==> src/rtl/lcd_scan_pkg.sv <==
package lcd_scan_pkg;
  localparam int unsigned BYTE_W = 8;
  localparam int unsigned BIT_SEL_W = $clog2(BYTE_W);
endpackage

==> src/rtl/lcd_line_ctr.sv <==
module lcd_line_ctr #(
  parameter int unsigned LINES = 64,
  parameter int unsigned LW    = $clog2(LINES)
) (
  input  logic          clk_i,
  input  logic          rst_ni,
  input  logic          line_stb_i,
  input  logic          frame_i,
  input  logic [LW-1:0] start_i,
  output logic [LW-1:0] line_o
);
  localparam logic [LW-1:0] LAST = LW'(LINES - 1);

  logic [LW-1:0] line_q;

  always_ff @(posedge clk_i or negedge rst_ni) begin
    if (!rst_ni)         line_q <= '0;
    else if (frame_i)    line_q <= start_i;
    else if (line_stb_i) line_q <= (line_q == LAST) ? '0 : line_q + 1'b1;
  end

  assign line_o = line_q;

  p_preset_r2: assert property (@(posedge clk_i) disable iff (!rst_ni)
    frame_i |=> line_q == $past(start_i));
  p_advance_r3: assert property (@(posedge clk_i) disable iff (!rst_ni)
    (!frame_i && line_stb_i) |=> int'(line_q) == (int'($past(line_q)) + 1) % int'(LINES));
  p_hold_r3: assert property (@(posedge clk_i) disable iff (!rst_ni)
    (!frame_i && !line_stb_i) |=> $stable(line_q));
endmodule

==> src/rtl/lcd_row_select.sv <==
module lcd_row_select
  import lcd_scan_pkg::*;
#(
  parameter int unsigned COLS = 64
) (
  input  logic [BIT_SEL_W-1:0]   bit_sel_i,
  input  logic                   col_fwd_i,
  input  logic [COLS*BYTE_W-1:0] row_i,
  output logic [COLS-1:0]        bits_o
);
  logic [COLS-1:0] col_bits;

  for (genvar c = 0; c < COLS; c++) begin : g_col
    logic [BYTE_W-1:0] col_byte;
    assign col_byte    = row_i[c*BYTE_W +: BYTE_W];
    assign col_bits[c] = col_byte[bit_sel_i];
  end

  // mirrored order maps segment k to column COLS-1-k
  for (genvar k = 0; k < COLS; k++) begin : g_seg
    assign bits_o[k] = col_fwd_i ? col_bits[k] : col_bits[COLS-1-k];
  end
endmodule

==> src/rtl/lcd_seg_drive.sv <==
module lcd_seg_drive #(
  parameter int unsigned COLS = 64
) (
  input  logic            clk_i,
  input  logic            rst_ni,
  input  logic            line_stb_i,
  input  logic            disp_on_i,
  input  logic            alt_i,
  input  logic [COLS-1:0] bits_i,
  output logic [COLS-1:0] seg_o
);
  logic [COLS-1:0] lat_q;
  logic            on_q;

  always_ff @(posedge clk_i or negedge rst_ni) begin
    if (!rst_ni) begin
      lat_q <= '0;
      on_q  <= 1'b0;
    end else if (line_stb_i) begin
      lat_q <= bits_i;
      on_q  <= disp_on_i;
    end
  end

  // off forces non-select: code equals alternation phase
  assign seg_o = (lat_q & {COLS{on_q}}) ^ {COLS{alt_i}};

  p_latch_hold_r7: assert property (@(posedge clk_i) disable iff (!rst_ni)
    !line_stb_i |=> $stable(lat_q));
  p_latch_load_r7: assert property (@(posedge clk_i) disable iff (!rst_ni)
    line_stb_i |=> lat_q == $past(bits_i));
  p_on_sync_r8: assert property (@(posedge clk_i) disable iff (!rst_ni)
    !line_stb_i |=> $stable(on_q));
endmodule

==> src/rtl/lcd_seg_scan.sv <==
module lcd_seg_scan
  import lcd_scan_pkg::*;
#(
  parameter int unsigned COLS  = 64,
  parameter int unsigned LINES = 64,
  parameter int unsigned LW    = $clog2(LINES),
  parameter int unsigned PW    = $clog2(LINES / BYTE_W)
) (
  input  logic                   clk_i,
  input  logic                   rst_ni,
  input  logic                   line_stb_i,
  input  logic                   frame_i,
  input  logic                   alt_i,
  input  logic [LW-1:0]          start_line_i,
  input  logic                   disp_on_i,
  input  logic                   col_fwd_i,
  output logic [PW-1:0]          ram_page_o,
  input  logic [COLS*BYTE_W-1:0] ram_row_i,
  output logic [COLS-1:0]        seg_o
);
  logic [LW-1:0]   line;
  logic [COLS-1:0] row_bits;

  lcd_line_ctr #(.LINES(LINES), .LW(LW)) u_line_ctr (
    .clk_i      (clk_i),
    .rst_ni     (rst_ni),
    .line_stb_i (line_stb_i),
    .frame_i    (frame_i),
    .start_i    (start_line_i),
    .line_o     (line)
  );

  assign ram_page_o = line[LW-1:BIT_SEL_W];

  lcd_row_select #(.COLS(COLS)) u_row_select (
    .bit_sel_i (line[BIT_SEL_W-1:0]),
    .col_fwd_i (col_fwd_i),
    .row_i     (ram_row_i),
    .bits_o    (row_bits)
  );

  lcd_seg_drive #(.COLS(COLS)) u_seg_drive (
    .clk_i      (clk_i),
    .rst_ni     (rst_ni),
    .line_stb_i (line_stb_i),
    .disp_on_i  (disp_on_i),
    .alt_i      (alt_i),
    .bits_i     (row_bits),
    .seg_o      (seg_o)
  );

  p_page_step_r4: assert property (@(posedge clk_i) disable iff (!rst_ni)
    (!frame_i && !line_stb_i) |=> $stable(ram_page_o));
endmodule

==> config.mk <==
export PLATFORM = sky130hd
export DESIGN_NAME = lcd_seg_scan
export DESIGN_NICKNAME = d
export VERILOG_FILES = /design/src/rtl/lcd_scan_pkg.sv /design/src/rtl/lcd_line_ctr.sv /design/src/rtl/lcd_row_select.sv /design/src/rtl/lcd_seg_drive.sv /design/src/rtl/lcd_seg_scan.sv
export SDC_FILE = /design/constraint.sdc
export NUM_CORES = 1
export LEC_CHECK = 0
export BUFFER_PORTS_ARGS = -buffer_cell sky130_fd_sc_hd__buf_2
export CAP_MARGIN = 20
export CORE_AREA = 2 2 227 229
export DETAILED_ROUTE_END_ITERATION = 10
export DIE_AREA = 0 0 229 231
export HOLD_SLACK_MARGIN = 0.1
export SLEW_MARGIN = 25
export SYNTH_ARGS = -nofsm -noshare
export SYNTH_HDL_FRONTEND = slang
export SYNTH_SLANG_ARGS = --single-unit
export TNS_END_PERCENT = 20
==> constraint.sdc <==
create_clock -name clk_i -period 3.5 [get_ports clk_i]
set_input_delay 0.525 -clock clk_i [delete_from_list [all_inputs] [get_ports clk_i]]
set_output_delay 0.525 -clock clk_i [all_outputs]
set_load 0.02 [all_outputs]
* Word-level counts from Yosys, hierarchy flattened *
Cells that the tools add are included.

word-level totals
  register bits after elaboration = 71
  output and inout bits = 67
  bits in latches = 0
  memories kept = 0
  RAM bits = 0
  memory bits (read-only) = 0

operators by class
  shifts and indexed selects = 0
  $lt $le $gt $ge = 1
  reductions and logical operators = 1
  multiplexer cells = 195
  divide/modulo/power cells = 0
  bitwise logic cells = 2
  $add $sub $neg = 1
  eq/ne operators = 1
  multipliers = 0

operators by type and width
  operator                                                                      count
  1-bit binary-select mux with 3-bit select                                     64
  1-bit 2-to-1 mux                                                              128
  64-bit bitwise AND                                                            1
  64-bit bitwise XOR                                                            1
  6-bit 2-to-1 mux                                                              3
  6-bit by 1-bit adder with 6-bit output, second input constant                 1
  6-bit == test, second input constant                                          1
  3-bit by 4-bit less-than comparator with 1-bit output, second input constant  1
  2-bit nonzero test                                                            1

* Depth between registers and ports, before layout *
Gate-level depths: netlist (run 1).

  word-level depth = 4
  gate-level depth with buffers = 7
  mapped depth without buffers = 5

* By module *
Synthesis (run 1) repeated with hierarchy kept, for this count alone.

second synthesis, totals
  cell total of the unflattened synthesis = 619
  area, all modules = 8,296.7 um^2

modules (own cells, without submodules)
  module          area each (um^2)  cells an instance  instances
  lcd_row_select  4,390.5           298                1
  lcd_seg_drive   3,520.9           279                1
  lcd_line_ctr    385.4             42                 1

* Worst setup path before layout (run 1) *
No wires, ideal clock.

  path kind = in2out
  start = input port alt_i
  end = output port seg_o[0]
  arrival = 1.608 ns
  stages = 3
  setup slack = 1.367 ns
  path through = clkbuf_1 -> buf_1 -> xnor2_1

between the ends
  longest elaborated chain between the ends = 1

RTL lines
  item                RTL line             source
  start: declaration  lcd_seg_scan.sv:13   input logic alt_i,
  64-bit bitwise XOR  lcd_seg_drive.sv:26  assign seg_o = (lat_q & {COLS{on_q}}) ^ {COLS{alt_i}};
  end: declaration    lcd_seg_scan.sv:19   output logic [COLS-1:0] seg_o

No other way between the ends.

* Final worst setup path (run 1) *
  start = register u_line_ctr.line_q[0], in the netlist u_line_ctr.line_o[0]
  end = register u_seg_drive.lat_q[50]

between the ends
  longest elaborated chain between the ends = 3

RTL lines
  item                                       RTL line              source
  start: declaration                         lcd_line_ctr.sv:14    logic [LW-1:0] line_q;
  start signal: assignment                   lcd_line_ctr.sv:18    else if (frame_i) line_q <= start_i;
  start signal: assignment                   lcd_line_ctr.sv:19    else if (line_stb_i) line_q <= (line_q == LAST) ? '0 : line_q + 1'b1;
  1-bit binary-select mux with 3-bit select  lcd_row_select.sv:16  assign col_bits[c] = col_byte[bit_sel_i];
  1-bit 2-to-1 mux (not written as such)     lcd_row_select.sv:16
  1-bit 2-to-1 mux (*)                       lcd_row_select.sv:21  assign bits_o[k] = col_fwd_i ? col_bits[k] : col_bits[COLS-1-k];
  end signal: assignment                     lcd_seg_drive.sv:20   lat_q <= bits_i;
  end: declaration                           lcd_seg_drive.sv:12   logic [COLS-1:0] lat_q;

Every way passes the cells marked *; elsewhere a longest branch is shown, timed or not. The select of a mux whose other input is x is not followed.
A chain may end at the register's enable or synchronous reset.

==> results of run 1 <==
[sequential cells by signal, summed over array words and instances (netlist names)]
register           cells
u_seg_drive.on_q       1
u_seg_drive.lat_q     64
u_line_ctr.line_o      6
[layout make-up]
class | count | area share
diodes | 12 | 0.002584
flip-flops and latches | 71 | 0.1537
clock inverters | 6 | 0.009260
inverters | 2 | 0.0008614
repair buffers | 607 | 0.2732
clock buffers | 10 | 0.02057
multi-input cells | 481 | 0.4667
well taps | 680 | 0.07322
[metrics by stage]
stage | utilization | cells
after detailed placement | 0.2218 | 1841
after global routing | 0.2293 | 1869
after CTS | 0.2286 | 1857
after floorplan | - | 630
after global placement | 0.2218 | 1841
final | 0.2293 | 1869
[report_power, final]
group / internal [mW] / switching, mW / leakage (nW)
Combinational: 1.08 / 1.06 / 4.61
Clock: 0.713 / 0.419 / 0.169
Sequential: 0.988 / 0.144 / 0.866
Total: 2.78 / 1.62 / 5.64
[routing by layer]
metal  wire length, µm  share of wire  GRT usage  vias up
met1             14270           0.38     0.1542     4053
met2             18950           0.50     0.2445      480
met3              2970          0.078    0.03483       71
met4              1704          0.045    0.08076        4
li1                  -              -          -     3592
met5                21        0.00055          0        -
[synth_stat cells, drive strengths merged]
cell type  instances  share of area
buf               49          0.038
mux2i             65          0.086
ha                 1         0.0017
a21o              65          0.064
a21oi              2         0.0013
nand4              4         0.0033
nand2             73          0.036
o21ai              7         0.0046
clkbuf            27          0.013
inv                2        0.00099
a211oi             1        0.00099
mux2               2         0.0030
xnor2             65          0.075
mux4             128           0.38
nand2b             1        0.00083
xor2               1         0.0012
dfrtp             71           0.23
o22ai             64          0.053
o31a               1         0.0012
nor2b              1        0.00083
[cell families (layout without fill, tap and decap cells)]
family	after synthesis	in the layout	share of synthesized area
other cells	0	12	0
mux	195	195	0.4691
xor+xnor	66	66	0.07626
buf+inv	78	625	0.05216
fa+ha+maj	1	1	0.001650
compound gates	140	140	0.1253
flops	71	71	0.2344
simple gates	79	79	0.04110
[cells in the final DEF (no fill, tap or decap), drive strengths merged, types with 2 or more instances in the layout]
| master | n |
|---|---|
| a21o | 65 |
| a21oi | 2 |
| buf | 607 |
| bufinv | 3 |
| clkbuf | 10 |
| clkinv | 2 |
| dfrtp | 71 |
| diode | 12 |
| inv | 2 |
| mux2 | 2 |
| mux2i | 65 |
| mux4 | 128 |
| nand2 | 73 |
| nand4 | 4 |
| o21ai | 7 |
| o22ai | 64 |
| xnor2 | 65 |
[path summary, 6_finish.rpt]
path	from	endpoint	slack, ps	cells past startpoint
hold / removal	rst_ni	u_seg_drive.lat_q[47]	190	1
setup reg to reg	u_line_ctr.line_o[0]	u_seg_drive.lat_q[50]	970	6
max in group asynchronous	rst_ni	u_line_ctr.line_o[0]	2700	1
setup / recovery	u_line_ctr.line_o[0]	u_seg_drive.lat_q[50]	970	6
min in group clk_i	start_line_i[3]	u_line_ctr.line_o[3]	360	3
hold reg to reg	u_seg_drive.lat_q[24]	u_seg_drive.lat_q[24]	470	1
[critical path: cells and delay by family (launching register included)]
family	cells	cell delay, ps
multiplexers	2	800
flip-flops	1	670
buffers and inverters	2	550
AO/OA/AOI/OAI	2	340
==> results.yml, run 1 <==
finish:
  regArea_um2: 1785
  multiInputGateArea_um2: 5423
  areaGrowthSynthToFinish_pct: 53.30
  final_cell_area_um2: 11620
  n_fill_cell: 5542
  fin_nets: 1698
  drive_gt1_frac: 0.6457
floorplanning:
  coreArea_um2: 50680
  dieHeight_um: 231
  rows: 83
  die-area_um2: 52900
  boundaryPins: 592
  start_util: 0.1496
  chipWidth_um: 229
timing:
  setup_viol: 0
  worstMarginPinSlew_ps: 876.7
  period_share: 0.7239
  layout_setup_ws_ps: 966.4
  relSlewSlack: 0.4156
  finalHoldViolCount: 0
  timing.hold.ws_ps: 187.2
  grt_setup_unrepaired: "no"
  final.setup_skew_ps: 6.187
  finalMaxSlewViolations: 0
  setup_tns_ps: 0
  max_freq_mhz: 394.7
  min_period_ps: 2534
grt:
  grt_max_degree: 72
  grt_overflow: 0
  grt_pass1_wl_um: 54020
  antenna_found_initial: 15
  first_global_vias: 8706
  grt_use_total: 0.1398
place:
  globalplace.congestion: 0.9812
  portBuffers: 591
  dpl_cell_area_um2: 11240
  hpwl_um: 31590
  pre_cts_ws_ps: 895.2
worst_setup_path:
  path_cells: "buf_12 -> buf_12 -> mux4_2 -> mux2i_1 -> o22ai_1 -> a21o_1"
  arrival_ps: 2790
  cp_common_cell: "buf_12"
  crit_path_end_kind: "flop"
  cp_max_fo: 34
  max_stage_delay_ps: 670
  cp_slowest_cell: "dfrtp_4"
  worstSetupStartpointType: "flop"
  crit_type: "flop to flop"
  crit_required_ps: 3760
yosys:
  yosysUniqueCellTypes: 24
  synthesis.nets: 1156
  synth_warnings: 0
  synth.avg_cell_area_um2: 12.03
  syn_area_um2: 7580
  syn_inst: 630
  ys_seq_area_frac: 0.2344
  ys_ff_latch: 71
clock_tree:
  cts_resized: 0
  post_cts_buffers: 0
  cts-root-buf: "clkbuf_16"
  cts_hold_buf: 0
  cts_buffers: 9
  cts_sinks: 71
  h-tree-depth: 3
  clk_pin_slew_ps: 60
  clk_path_buf_depth: 2
  cts_tree: "done"
  clock_latency_ps: 370
drt:
  vias: 8200
  viasPerCell: 4.387
  wl_per_cell_um: 20.29
  drt-pass1-iter-count: 5
  drtIter0Drc: 400
  drc: 0
  ant_nets: 0
  finalWirelength_um: 37920
status:
  status: "complete, no violations"
run:
  cap_violations: 0
pwr:
  leakagePower_nw: 5.644
  power_mw: 4.400
  peakVddDrop_v: 0.0002307
  power_density_nw_per_um2: 378.7
min_path:
  hold_path_class: "input port to async pin"
Power figures use the tool's default switching activity.
==> run 2: changes to the inputs <==
- ABC_AREA: not set -> 1
- CORE_AREA: 2 2 227 229 -> 2 2 232 234
- DIE_AREA: 0 0 229 231 -> 0 0 234 236
- clock period: 3.5 -> 2.5 ns (I/O delays scaled with it)
==> results.yml, run 2 <==
timing:
  finalHoldViolCount: 0
  setup_tns_ps: 0
  worstMarginPinSlew_ps: 847.3
  setup_viol: 0
  grt_setup_unrepaired: "no"
  final.setup_skew_ps: 10.34
  max_freq_mhz: 433.1
  min_period_ps: 2309
  finalMaxSlewViolations: 0
  period_share: 0.9235
  relSlewSlack: 0.4351
yosys:
  synth_flop_cell: "dfrtp_1"
  yosysMostFrequentCell: "nand2_1"
  ys_seq_area_frac: 0.1628
  synth_top_area_cell: "nand2_1"
  synth.avg_cell_area_um2: 5.007
  synth_commonest_cells: "nand2_1 (907), inv_1 (517), nand3_1 (449)"
  synth-edff-count: 0
  ys_ff_latch: 71
  yosys.area.top_type_share: 0.3119
  syn_inst: 2180
  ys_top_cells_by_area: "nand2_1 (31%), nand3_1 (21%), inv_1 (18%)"
  yosysUniqueCellTypes: 21
  async_flop_share: 1.000
  syn_area_um2: 10920
  synthesis.nets: 2706
  synth_warnings: 0
grt:
  grt_max_degree: 155
  antenna_found_initial: 1
  grt_most_used_layer: "met2"
  grt_pass1_wl_um: 68990
  first_global_vias: 13020
  met1_usage: 0.1943
  grtUsageMet3: 0.03228
  grt_use_total: 0.1598
  grt_overflow: 0
  met2_usage: 0.2761
floorplanning:
  boundaryPins: 592
  die-area_um2: 55220
  chipWidth_um: 234
  coreArea_um2: 53070
  dieHeight_um: 236
  rows: 85
  start_util: 0.2057
worst_setup_path:
  arrival_ps: 1930
  max_stage_delay_ps: 970
  r2r-end: "u_seg_drive.lat_q[53]"
  cp_num_buf_inv: 1
  r2r-start: "u_line_ctr.line_o[0]"
  critPathTopFamily: "flip-flops"
  cp_slowest_cell: "dfrtp_4"
  worstSetupStartpointType: "flop"
  rr_worst_depth: 8
  r2r_slack_ps: 520
  cp_max_fo: 65
  crit_path_end_kind: "output port"
  crit_required_ps: 2120
  crit_type: "flop to output port"
  path_cells: "nand2_1 -> xor2_1 -> buf_2"
drt:
  finalWirelength_um: 45960
  viasPerCell: 4.163
  drt-pass1-iter-count: 5
  drtIter0Drc: 716
  vias: 14036
  ant_nets: 0
  drc: 0
  wl_per_cell_um: 13.63
finish:
  diodes: 0
  regArea_um2: 1792
  n_fill_cell: 6262
  final_cell_mix: "nand2_1 (907), buf_2 (588), inv_1 (515), nand3_1 (449), dfrtp_1 (67)"
  registers.top_by_ff_count: "u_seg_drive.lat_q"
  areaGrowthSynthToFinish_pct: 34.77
  largest_reg_flops: 64
  final_cell_area_um2: 14710
  final_common_cell: "nand2_1"
  drive_gt1_frac: 0.2425
  multiInputGateArea_um2: 6349
  fin_nets: 3197
min_path:
  hp-start: "disp_on_i"
  hold_path_class: "input port to flop"
  whs_path_depth: 3
  holdPathEnd: "u_seg_drive.on_q"
clock_tree:
  cts_buffers: 9
  h-tree-depth: 3
  cts_tree: "done"
  clk_path_buf_depth: 2
  cts_resized: 0
  post_cts_buffers: 0
  clk_pin_slew_ps: 60
  cts_sinks: 71
  cts_hold_buf: 1
  cts-root-buf: "clkbuf_16"
  clock_latency_ps: 360
pwr:
  power_density_nw_per_um2: 436.9
  peakVddDrop_v: 0.0002881
  leakagePower_nw: 9.695
place:
  dpl_cell_area_um2: 14400
  portBuffers: 591
  hpwl_um: 34540
  globalplace.congestion: 0.8900
run:
  cap_violations: 0
status:
  status: "complete, no violations"
-- run 2: cell types whose count changed in the layout (fill, tap and decap cells not counted), moves of 64 or more --
cell	change
a21o_1	-65
inv_1	+515
mux2i_1	-65
mux4_2	-128
nand2_1	+835
nand3_1	+449
o22ai_1	-64
xnor2_1	-65
xor2_1	+64
-- run 2: worst register-to-register path, cell delays in order, from the launching register on --
cell     delay (ps)
dfrtp_4         520
buf_12          490
nand2_1         260
nand3_1         190
nand3_1          90
nand2_1         100
nand2_1          50
nand3_1          90
nand2_1          70
-- run 2: logic make-up (layout without fill, tap and decap cells) --
group                    count (synthesis)  count (layout)  synth area share
AO/OA/AOI/OAI                           10              10          0.006075
buffers and inverters                  665            1161            0.2556
AND/OR/NAND/NOR                       1368            1368            0.5222
XOR/XNOR                                65              65           0.05216
adder cells (fa/ha/maj)                  1               1          0.001146
flip-flops                              71              71            0.1628
-- run 2: routing by layer --
layer  routed length [µm]  up-vias
met2                21790      455
met4                 1494        2
met5                   10        -
met3                 2771       75
li1                     -     7346
met1                19900     6158
-- run 2: how the worst max path moves through the flow --
| stage | start | endpoint | slack [ps] | cells past startpoint |
|---|---|---|---|---|
| 3_5_place_dp | line_stb_i | u_line_ctr.line_o[2] | 390 | 4 |
| 4_1_cts | u_seg_drive.on_q | seg_o[20] | 180 | 3 |
| 2_1_floorplan | u_seg_drive.on_q | seg_o[0] | 810 | 4 |
| 5_1_grt | u_seg_drive.on_q | seg_o[21] | 60 | 3 |
| 6_report | u_seg_drive.on_q | seg_o[20] | 190 | 3 |
| 3_3_place_gp | line_stb_i | u_line_ctr.line_o[2] | 390 | 4 |
-- run 2: area by class of cell --
type                            count  share of cell area
Multi-Input combinational cell   1444              0.4316
Timing Repair Buffer              624              0.2331
Inverter                          521              0.1340
Sequential cell                    71              0.1218
Tap cell                          696             0.05920
Clock buffer                       10             0.01625
Clock inverter                      6            0.004083
-- run 2: per-stage QoR --
| stage | total power [mW] | std cells | utilization | setup WS [ps] | hold slack, ps |
|---|---|---|---|---|---|
| 6_report | 6.427 | 3372 | 0.2772 | 191.3 | 239.1 |
| 5_1_grt | 7.045 | 3372 | 0.2772 | 56.03 | 215.1 |
| 3_5_place_dp | 5.109 | 3355 | 0.2714 | 386.8 | 393.8 |
| 2_1_floorplan | 3.831 | 2180 | - | 808.4 | 79.41 |
| 4_1_cts | 6.557 | 3372 | 0.2772 | 179.1 | 207.4 |
| 3_3_place_gp | 5.114 | 3355 | 0.2714 | 385.5 | 387.6 |
-- run 2: power breakdown --
group	leakage, nW	switching (mW)	internal, mW
Sequential	0.837	0.241	1.36
Clock	0.144	0.571	0.795
Combinational	8.71	2.14	1.32
